`src/rtl/sb_pkg.sv`:
```
package sb_pkg;
    // Source operands carried by each waiting instruction
    localparam int unsigned SB_NSRC = 2;
endpackage

```
`src/rtl/sb_reg_flags.sv`:
```
module sb_reg_flags
    import sb_pkg::*;
#(
    parameter int unsigned PREGS = 128,
    parameter int unsigned TAG_W = 8,
    parameter int unsigned NRD   = SB_NSRC
) (
    input  logic                       clk,
    input  logic                       rst_n,
    input  logic                       set_valid,
    input  logic [TAG_W-1:0]           set_tag,
    input  logic                       clr_valid,
    input  logic [TAG_W-1:0]           clr_tag,
    input  logic [NRD-1:0][TAG_W-1:0]  rd_tag,
    output logic [NRD-1:0]             rd_ready,
    output logic [PREGS-1:0]           bits_o
);
    localparam int unsigned IDX_W = (PREGS > 1) ? $clog2(PREGS) : 1;

    typedef struct packed {
        logic [PREGS-1:0] bits;
    } flags_t;

    flags_t st_d, st_q;

    function automatic logic tracked(input logic [TAG_W-1:0] t);
        return ({1'b0, t} < (TAG_W+1)'(PREGS));
    endfunction

    logic set_hit;
    assign set_hit = set_valid && tracked(set_tag);

    // completion is applied first, then the dispatch clear
    always_comb begin
        st_d = st_q;
        if (set_hit)
            st_d.bits[set_tag[IDX_W-1:0]] = 1'b1;
        if (clr_valid && tracked(clr_tag))
            st_d.bits[clr_tag[IDX_W-1:0]] = 1'b0;
    end

    always_ff @(posedge clk) begin
        if (!rst_n) st_q <= '0;
        else        st_q <= st_d;
    end

    // read view: registered flag or a completion on the same register now
    generate
        for (genvar r = 0; r < NRD; r++) begin : g_rd
            always_comb begin
                rd_ready[r] = 1'b0;
                if (tracked(rd_tag[r]))
                    rd_ready[r] = st_q.bits[rd_tag[r][IDX_W-1:0]]
                                  || (set_hit && (set_tag == rd_tag[r]));
            end
        end
    endgenerate

    assign bits_o = st_q.bits;
endmodule

```
`src/rtl/sb_wait_slot.sv`:
```
module sb_wait_slot
    import sb_pkg::*;
#(
    parameter int unsigned TAG_W = 8
) (
    input  logic                          clk,
    input  logic                          rst_n,
    input  logic                          load,
    input  logic [SB_NSRC-1:0][TAG_W-1:0] load_tag,
    input  logic [SB_NSRC-1:0]            load_rdy,
    input  logic                          wake_valid,
    input  logic [TAG_W-1:0]              wake_tag,
    input  logic                          free,
    output logic                          valid_o,
    output logic                          ready_o
);
    typedef struct packed {
        logic                          valid;
        logic [SB_NSRC-1:0]            rdy;
        logic [SB_NSRC-1:0][TAG_W-1:0] tag;
    } slot_t;

    slot_t st_d, st_q;

    always_comb begin
        st_d = st_q;
        if (load) begin
            st_d.valid = 1'b1;
            st_d.tag   = load_tag;
            st_d.rdy   = load_rdy;
        end else begin
            if (free)
                st_d.valid = 1'b0;
            for (int k = 0; k < SB_NSRC; k++)
                if (wake_valid && (st_q.tag[k] == wake_tag))
                    st_d.rdy[k] = 1'b1;
        end
    end

    always_ff @(posedge clk) begin
        if (!rst_n) st_q <= '0;
        else        st_q <= st_d;
    end

    assign valid_o = st_q.valid;
    assign ready_o = st_q.valid && (&st_q.rdy);
endmodule

```
`src/rtl/sb_wakeup_top.sv`:
```
module sb_wakeup_top
    import sb_pkg::*;
#(
    parameter  int unsigned INT_REGS = 64,
    parameter  int unsigned FP_REGS  = 64,
    parameter  int unsigned TAG_W    = 8,
    parameter  int unsigned WIN      = 8,
    localparam int unsigned PREGS    = INT_REGS + FP_REGS,
    localparam int unsigned SLOT_W   = (WIN > 1) ? $clog2(WIN) : 1
) (
    input  logic              clk,
    input  logic              rst_n,
    input  logic              disp_valid,
    input  logic [SLOT_W-1:0] disp_slot,
    input  logic [TAG_W-1:0]  disp_src_a,
    input  logic [TAG_W-1:0]  disp_src_b,
    input  logic              disp_rdy_a,
    input  logic              disp_rdy_b,
    input  logic              disp_dst_valid,
    input  logic [TAG_W-1:0]  disp_dst,
    input  logic              cmpl_valid,
    input  logic [TAG_W-1:0]  cmpl_dst,
    input  logic              rel_valid,
    input  logic [SLOT_W-1:0] rel_slot,
    output logic [WIN-1:0]    entry_valid_o,
    output logic [WIN-1:0]    entry_ready_o,
    output logic [PREGS-1:0]  sb_bits_o
);
    function automatic logic tracked(input logic [TAG_W-1:0] t);
        return ({1'b0, t} < (TAG_W+1)'(PREGS));
    endfunction

    logic [SB_NSRC-1:0][TAG_W-1:0] src_tag;
    logic [SB_NSRC-1:0]            src_hint;
    logic [SB_NSRC-1:0]            src_live;
    logic [SB_NSRC-1:0]            src_rdy;
    logic                          wake_ok;

    assign src_tag  = {disp_src_b, disp_src_a};
    assign src_hint = {disp_rdy_b, disp_rdy_a};
    assign wake_ok  = cmpl_valid && tracked(cmpl_dst);

    sb_reg_flags #(
        .PREGS (PREGS),
        .TAG_W (TAG_W),
        .NRD   (SB_NSRC)
    ) u_flags (
        .clk       (clk),
        .rst_n     (rst_n),
        .set_valid (cmpl_valid),
        .set_tag   (cmpl_dst),
        .clr_valid (disp_valid && disp_dst_valid),
        .clr_tag   (disp_dst),
        .rd_tag    (src_tag),
        .rd_ready  (src_live),
        .bits_o    (sb_bits_o)
    );

    // rename hint, untracked index or live flag all make a source ready
    always_comb begin
        for (int k = 0; k < SB_NSRC; k++)
            src_rdy[k] = src_hint[k] || !tracked(src_tag[k]) || src_live[k];
    end

    generate
        for (genvar e = 0; e < WIN; e++) begin : g_slot
            sb_wait_slot #(
                .TAG_W (TAG_W)
            ) u_slot (
                .clk        (clk),
                .rst_n      (rst_n),
                .load       (disp_valid && (disp_slot == SLOT_W'(e))),
                .load_tag   (src_tag),
                .load_rdy   (src_rdy),
                .wake_valid (wake_ok),
                .wake_tag   (cmpl_dst),
                .free       (rel_valid && (rel_slot == SLOT_W'(e))),
                .valid_o    (entry_valid_o[e]),
                .ready_o    (entry_ready_o[e])
            );
        end
    endgenerate
endmodule

```
`config.mk`:
```
export PLATFORM = sky130hd
export DESIGN_NAME = sb_wakeup_top
export DESIGN_NICKNAME = d
export VERILOG_FILES = /design/src/rtl/sb_pkg.sv /design/src/rtl/sb_reg_flags.sv /design/src/rtl/sb_wait_slot.sv /design/src/rtl/sb_wakeup_top.sv
export SDC_FILE = /design/constraint.sdc
export NUM_CORES = 1
export LEC_CHECK = 0
export ABC_CLOCK_PERIOD_IN_PS = 2700
export BUFFER_PORTS_ARGS = -buffer_cell sky130_fd_sc_hd__buf_2
export CORE_ASPECT_RATIO = 2
export CORE_MARGIN = 5
export CORE_UTILIZATION = 26
export CTS_CLUSTER_SIZE = 40
export DETAILED_ROUTE_END_ITERATION = 16
export GPL_ROUTABILITY_DRIVEN = 0
export PLACE_DENSITY = 0.48
export SETUP_SLACK_MARGIN = 0.05
export SYNTH_ARGS = -nofsm -noshare
export SYNTH_HDL_FRONTEND = slang
export SYNTH_SLANG_ARGS = --single-unit
```
`constraint.sdc`:
```
create_clock -name clk -period 2.7 [get_ports clk]
set_input_delay 0.27 -clock clk [delete_from_list [all_inputs] [get_ports clk]]
set_output_delay 0.27 -clock clk [all_outputs]
set_load 0.02 [all_outputs]
```
==> impl_metrics.py, run 1 <==
metrics = {
    "yosys": {
        "ys_warn_count": 0,
        "synth_ff_type": "dfxtp_1",
        "syn_inst": 1713,
        "synth_edf_count": 0,
        "ys_async_sr_fraction": 0,
        "syn-num-nets": 1759,
        "syn_area_um2": 14200,
        "syn_avg_cell_area_um2": 8.27,
        "yosysSeqAreaShare": 0.396,
        "synth_seq_cells": 280,
        "ys_types": 53,
    },
    "clock_tree": {
        "clock_sinks": 280,
        "clockRootBuffer": "clkbuf_16",
        "cts_buffer_depth": 3,
        "clock_latency_ns": 0.57,
        "clkTransAtPathRegs_ns": 0.07,
        "post_cts_resize_count": 0,
        "cts_setup_buffers": 0,
        "numCtsBuffers": 26,
        "cts_tree": "built",
        "htreeDepth": 1,
        "cts_hold_buf": 0,
    },
    "power_and_ir_drop": {
        "p_per_area_nw_per_um2": 540,
        "max-vdd-ir-drop_mv": 0.440,
        "p_leak_nw": 6.22,
    },
    "route": {
        "routed-wl-met2_um": 33500,
        "first_pass_iters": 7,
        "avgViaCountPerCell": 5.39,
        "ant_nets": 0,
        "wl_per_cell_um": 25.1,
        "drc": 0,
        "met1_length_um": 23100,
        "drtIter0Drc": 1101,
        "num_vias": 13990,
        "highest-signal-layer": "met5",
        "routed-wl-met3_um": 4010,
        "wl_um": 65200,
    },
    "worst_setup_path": {
        "critical_path_class": "reg2reg",
        "arrival_ns": 2.81,
        "r2r_end": "g_slot[6].u_slot.st_q[17]",
        "cp_data_required_time_ns": 3.15,
        "cp_max_fo": 8,
        "r2r_slack_ns": 0.34,
        "cp-start-kind": "flip-flop",
        "setup.worst_path.end": "g_slot[6].u_slot.st_q[17]",
        "cp-startpoint": "u_flags.bits_o[9]",
        "worst_r2r_path_depth": 8,
        "endpoint_kind": "flip-flop",
        "r2r-start": "u_flags.bits_o[9]",
    },
    "floorplanning": {
        "start_util": 0.261,
        "dieHeight_um": 340,
        "die_w_um": 175,
        "dieArea_um2": 59500,
        "core_area_um2": 54200,
        "pin_count": 190,
        "row_count": 121,
    },
    "placed_design": {
        "port_buffers": 189,
        "dpl.hpwl_um": 48500,
        "pre_cts_ws_ns": 0.0821,
    },
    "timing": {
        "finalCritPeriodShare": 0.875,
        "hold_viol": 0,
        "final-max-slew-violation-count": 0,
        "tightestPinTransition_ns": 0.932,
        "finalSetupViolCount": 0,
        "fin_setup_tns_ns": 0,
        "skew_ns": 0.0182,
        "slew_headroom": 0.377,
        "fmax_ghz": 0.423,
        "min_period_ns": 2.36,
        "grt_setup_unrepaired": "false",
        "setup_ws_ns": 0.336,
    },
    "cells_and_area": {
        "num_antenna_cells": 0,
        "layout_common_cells": "nand2_1, dfxtp_1, a21oi_1, buf_2, nor2_1",
        "post-route-util": 0.318,
        "drive_gt1_frac": 0.222,
        "syn_to_final_growth_pct": 21.6,
        "filler_cell_count": 5777,
        "nets": 1946,
        "layout_commonest_cell": "nand2_1",
    },
    "outcome": {
        "status": "finished clean",
    },
    "global_route": {
        "grt_max_degree": 75,
        "grt.total_usage": 0.210,
        "grt_pass1_wl_um": 94600,
        "grt_antenna_before_repair": 5,
        "grt_pass1_vias": 13962,
        "grt_overflow": 0,
    },
    "run": {
        "cap_violations": 0,
    },
    "worst_hold_path": {
        "hp-class": "in2reg",
    },
}
cell usage after synthesis (2+ instances only):
cell	count	area share
buf_4	18	0.0095
o31ai_1	10	0.0053
buf_6	7	0.0056
a311oi_1	8	0.0049
nor3_1	140	0.049
nor2b_1	16	0.0071
buf_2	14	0.0049
mux2i_1	12	0.0085
nor2_1	155	0.041
nor4_1	7	0.0031
nand2_1	301	0.080
a211o_1	2	0.0012
a22oi_1	11	0.0058
o211ai_1	9	0.0048
o21ai_0	26	0.0092
a31oi_1	7	0.0031
mux2_2	6	0.0048
xor2_1	7	0.0043
and3_1	8	0.0035
dfxtp_1	280	0.40
clkbuf_1	94	0.025
inv_1	5	0.0013
nand3_1	18	0.0064
mux4_1	9	0.017
and2_1	2	0.00088
or3_1	3	0.0013
a21oi_1	278	0.098
o31ai_2	8	0.0071
mux4_2	50	0.079
buf_1	12	0.0032
nand4_1	38	0.017
xnor2_1	119	0.074
nand2b_1	13	0.0057
worst max-delay path: stages, from the launching register on:
cell      delay (ns)
dfxtp_1         0.37
mux4_2          0.48
a22o_1          0.25
nor3_1          0.15
o21ai_0         0.22
a211o_1         0.38
o311ai_4        0.09
buf_4           0.23
a21oi_1         0.08
metrics by stage:
stage	std cells	hold WS, ns	power, W	area [um^2]
global route	2594	0.0657	0.00956	17200
CTS	2594	0.0408	0.00936	17200
detailed placement	2548	0.452	0.00531	16300
finish	2594	0.0733	0.00929	17200
global placement	2548	0.442	0.00530	16300
floorplan	1713	0.437	0.00490	14200
sequential cells by signal, indices dropped and copies added (netlist names):
signal / count
g_slot.u_slot.st_q: 144
g_slot.u_slot.valid_o: 8
u_flags.bits_o: 128
layer usage:
layer  GRT usage  up-vias
met5           0        -
met4       0.119       10
met3      0.0342      227
met2       0.385      669
met1       0.227     6723
li1            -     6361
cell families after synthesis:
| kind of cell | count (synthesis) | synth area share |
|---|---|---|
| AO/OA/AOI/OAI | 371 | 0.148 |
| XOR/XNOR | 126 | 0.0779 |
| buffers and inverters | 154 | 0.0518 |
| flip-flops | 280 | 0.396 |
| multiplexers | 77 | 0.109 |
| AND/OR/NAND/NOR | 705 | 0.217 |
final cells by class:
type / count / area, um^2 / share of cell area
multi-input cells: 1279 / 7860 / 0.456
well taps: 676 / 846 / 0.0491
clock inverters: 12 / 176 / 0.0102
repair buffers: 306 / 1960 / 0.114
inverters: 7 / 32.5 / 0.00189
clock buffers: 34 / 741 / 0.0430
flip-flops and latches: 280 / 5610 / 0.325
how the worst min path moves through the flow:
stage,from,to,slack [ns],cells past startpoint
6_report,disp_src_b[4],g_slot[0].u_slot.st_q[12],0.07,3
5_1_grt,disp_src_b[4],g_slot[0].u_slot.st_q[12],0.07,3
4_1_cts,disp_src_b[4],g_slot[0].u_slot.st_q[12],0.04,3
3_5_place_dp,g_slot[4].u_slot.st_q[7],g_slot[4].u_slot.st_q[7],0.45,2
3_3_place_gp,g_slot[3].u_slot.st_q[15],g_slot[3].u_slot.st_q[15],0.44,2
2_1_floorplan,g_slot[0].u_slot.st_q[15],g_slot[0].u_slot.st_q[15],0.44,2
power breakdown:
group / switching [W] / total, W / internal (W)
combinational: 0.000663 / 0.000997 / 0.000334
sequential: 0.0000398 / 0.00422 / 0.00419
clock: 0.00176 / 0.00407 / 0.00232
total: 0.00246 / 0.00929 / 0.00684
(Power assumes the default switching activity.)
==> run 2, diff against run 1 <==
--- a/config.mk
+++ b/config.mk
@@ -9,11 +9,11 @@
 export BUFFER_PORTS_ARGS = -buffer_cell sky130_fd_sc_hd__buf_2
 export CORE_ASPECT_RATIO = 2
 export CORE_MARGIN = 5
-export CORE_UTILIZATION = 26
+export CORE_UTILIZATION = 55
 export CTS_CLUSTER_SIZE = 40
 export DETAILED_ROUTE_END_ITERATION = 16
 export GPL_ROUTABILITY_DRIVEN = 0
-export PLACE_DENSITY = 0.48
+export PLACE_DENSITY = 0.83
 export SETUP_SLACK_MARGIN = 0.05
 export SYNTH_ARGS = -nofsm -noshare
 export SYNTH_HDL_FRONTEND = slang
==> impl_metrics.py, run 2 (synthesis results as in run 1) <==
metrics = {
    "worst_hold_path": {
        "hp-class": "in2reg",
    },
    "cells_and_area": {
        "largest_register_ffs": 144,
        "nets": 1900,
        "regMostFlops": "g_slot.u_slot.st_q",
        "filler_cell_count": 2127,
        "final_design_area_no_fill_um2": 16300,
        "layout_common_cells": "nand2_1, dfxtp_1, a21oi_1, buf_2, nor2_1",
        "drive_gt1_frac": 0.202,
        "layout_commonest_cell": "nand2_1",
        "syn_to_final_growth_pct": 15.0,
    },
    "power_and_ir_drop": {
        "p_leak_nw": 5.90,
        "p_per_area_nw_per_um2": 535,
        "max-vdd-ir-drop_mv": 0.550,
    },
    "route": {
        "ant_nets": 0,
        "wl_um": 54800,
        "highest-signal-layer": "met5",
        "routed-wl-met2_um": 25500,
        "met1_length_um": 16400,
        "wl_per_cell_um": 24.8,
        "drtIter0Drc": 1822,
        "avgViaCountPerCell": 6.66,
        "routed-wl-met3_um": 6650,
        "first_pass_iters": 9,
        "drc": 0,
        "num_vias": 14722,
    },
    "timing": {
        "hold_viol": 0,
        "min_period_ns": 2.52,
        "skew_ns": 0.0228,
        "grt_setup_unrepaired": "false",
        "fin_setup_tns_ns": 0,
        "finalCritPeriodShare": 0.933,
        "tightestPinTransition_ns": 1.11,
        "finalSetupViolCount": 0,
        "final-max-slew-violation-count": 0,
        "fmax_ghz": 0.397,
        "slew_headroom": 0.257,
    },
    "global_route": {
        "grt_overflow": 0,
        "grt_pass1_wl_um": 82800,
        "grt.total_usage": 0.370,
        "grt_pass1_vias": 14622,
        "grt_antenna_before_repair": 2,
        "grt_max_degree": 75,
    },
    "clock_tree": {
        "clock_sinks": 280,
        "clockRootBuffer": "clkbuf_16",
        "clock_latency_ns": 0.55,
        "htreeDepth": 1,
        "numCtsBuffers": 24,
        "cts_tree": "built",
        "clkTransAtPathRegs_ns": 0.07,
        "cts_hold_buf": 0,
        "post_cts_resize_count": 0,
        "cts_setup_buffers": 0,
        "cts_buffer_depth": 3,
    },
    "placed_design": {
        "dpl.hpwl_um": 38100,
        "port_buffers": 189,
        "place_area_um2": 15500,
    },
    "floorplanning": {
        "dieArea_um2": 29300,
        "core_area_um2": 25500,
        "row_count": 83,
        "dieHeight_um": 237,
        "pin_count": 190,
        "die_w_um": 123,
        "start_util": 0.555,
    },
    "outcome": {
        "status": "finished clean",
    },
    "worst_setup_path": {
        "cp-start-kind": "flip-flop",
        "critical_path.max_stage_delay_ns": 0.62,
        "cp_data_required_time_ns": 3.09,
        "crit_buf_inv": 1,
        "cp_max_fo": 8,
        "endpoint_kind": "flip-flop",
        "cp_top_family": "compound AO/OA/AOI/OAI gates",
        "crit_chain": "mux4_2 -> a22oi_1 -> nand2_1 -> a311oi_1 -> o211a_1 -> or3_1 -> buf_12 -> o31ai_2",
        "critical_path_class": "reg2reg",
        "cpMaxStageDelayCell": "a311oi_1",
        "arrival_ns": 2.91,
    },
    "run": {
        "cap_violations": 0,
    },
}
run 2: changes by cell type in the layout (fill, tap and decap cells not counted), sizes merged:
cell      before  now
buf          306  262
bufinv         4    1
clkinv         7    5
diode          0    2
clkinvlp       2    3
run 2: path summary, 6_finish.rpt:
check	to	slack [ns]	cells past startpoint	from
max reg2reg	g_slot[2].u_slot.st_q[16]	0.18	8	u_flags.bits_o[3]
min	g_slot[0].u_slot.st_q[13]	0.08	3	disp_src_b[5]
min reg2reg	g_slot[0].u_slot.st_q[15]	0.46	2	g_slot[0].u_slot.st_q[15]
max	g_slot[2].u_slot.st_q[16]	0.18	8	u_flags.bits_o[3]
run 2: area by class of cell:
type	instances	area [um^2]	share of cell area
inverter	7	32.5	0.00200
tap	340	425	0.0261
antenna	2	5.00	0.000307
multi-input combinational	1279	7860	0.483
clock buffer	34	719	0.0442
timing repair buffer	262	1570	0.0963
sequential	280	5610	0.344
clock inverter	8	72.6	0.00445
run 2: where the power goes:
group          switching, W  leakage, nW  internal (W)
Combinational      0.000623         3.26      0.000304
Sequential        0.0000438         2.26       0.00418
Clock               0.00161        0.385       0.00195
run 2: routing by layer:
metal | vias to the layer above | global-route usage
li1 | 6269 | -
met3 | 447 | 0.0999
met4 | 4 | 0.327
met2 | 1256 | 0.593
met1 | 6746 | 0.389
met5 | - | 0
run 2: tightest hold or removal path: stages:
cell,delay (ns)
buf_2,0.17
nand2_1,0.08
a21oi_1,0.06
run 2: metrics by stage:
step	instances	hold slack (ns)	power, W	setup WS [ns]	util
global route	2210	0.0696	0.00891	0.104	0.638
detailed placement	2168	0.447	0.00521	0.0997	0.607
finish	2212	0.0843	0.00872	0.182	0.638
CTS	2210	0.0567	0.00868	0.454	0.638
global placement	2168	0.443	0.00518	0.133	0.607
floorplan	1713	0.437	0.00490	0.566	-
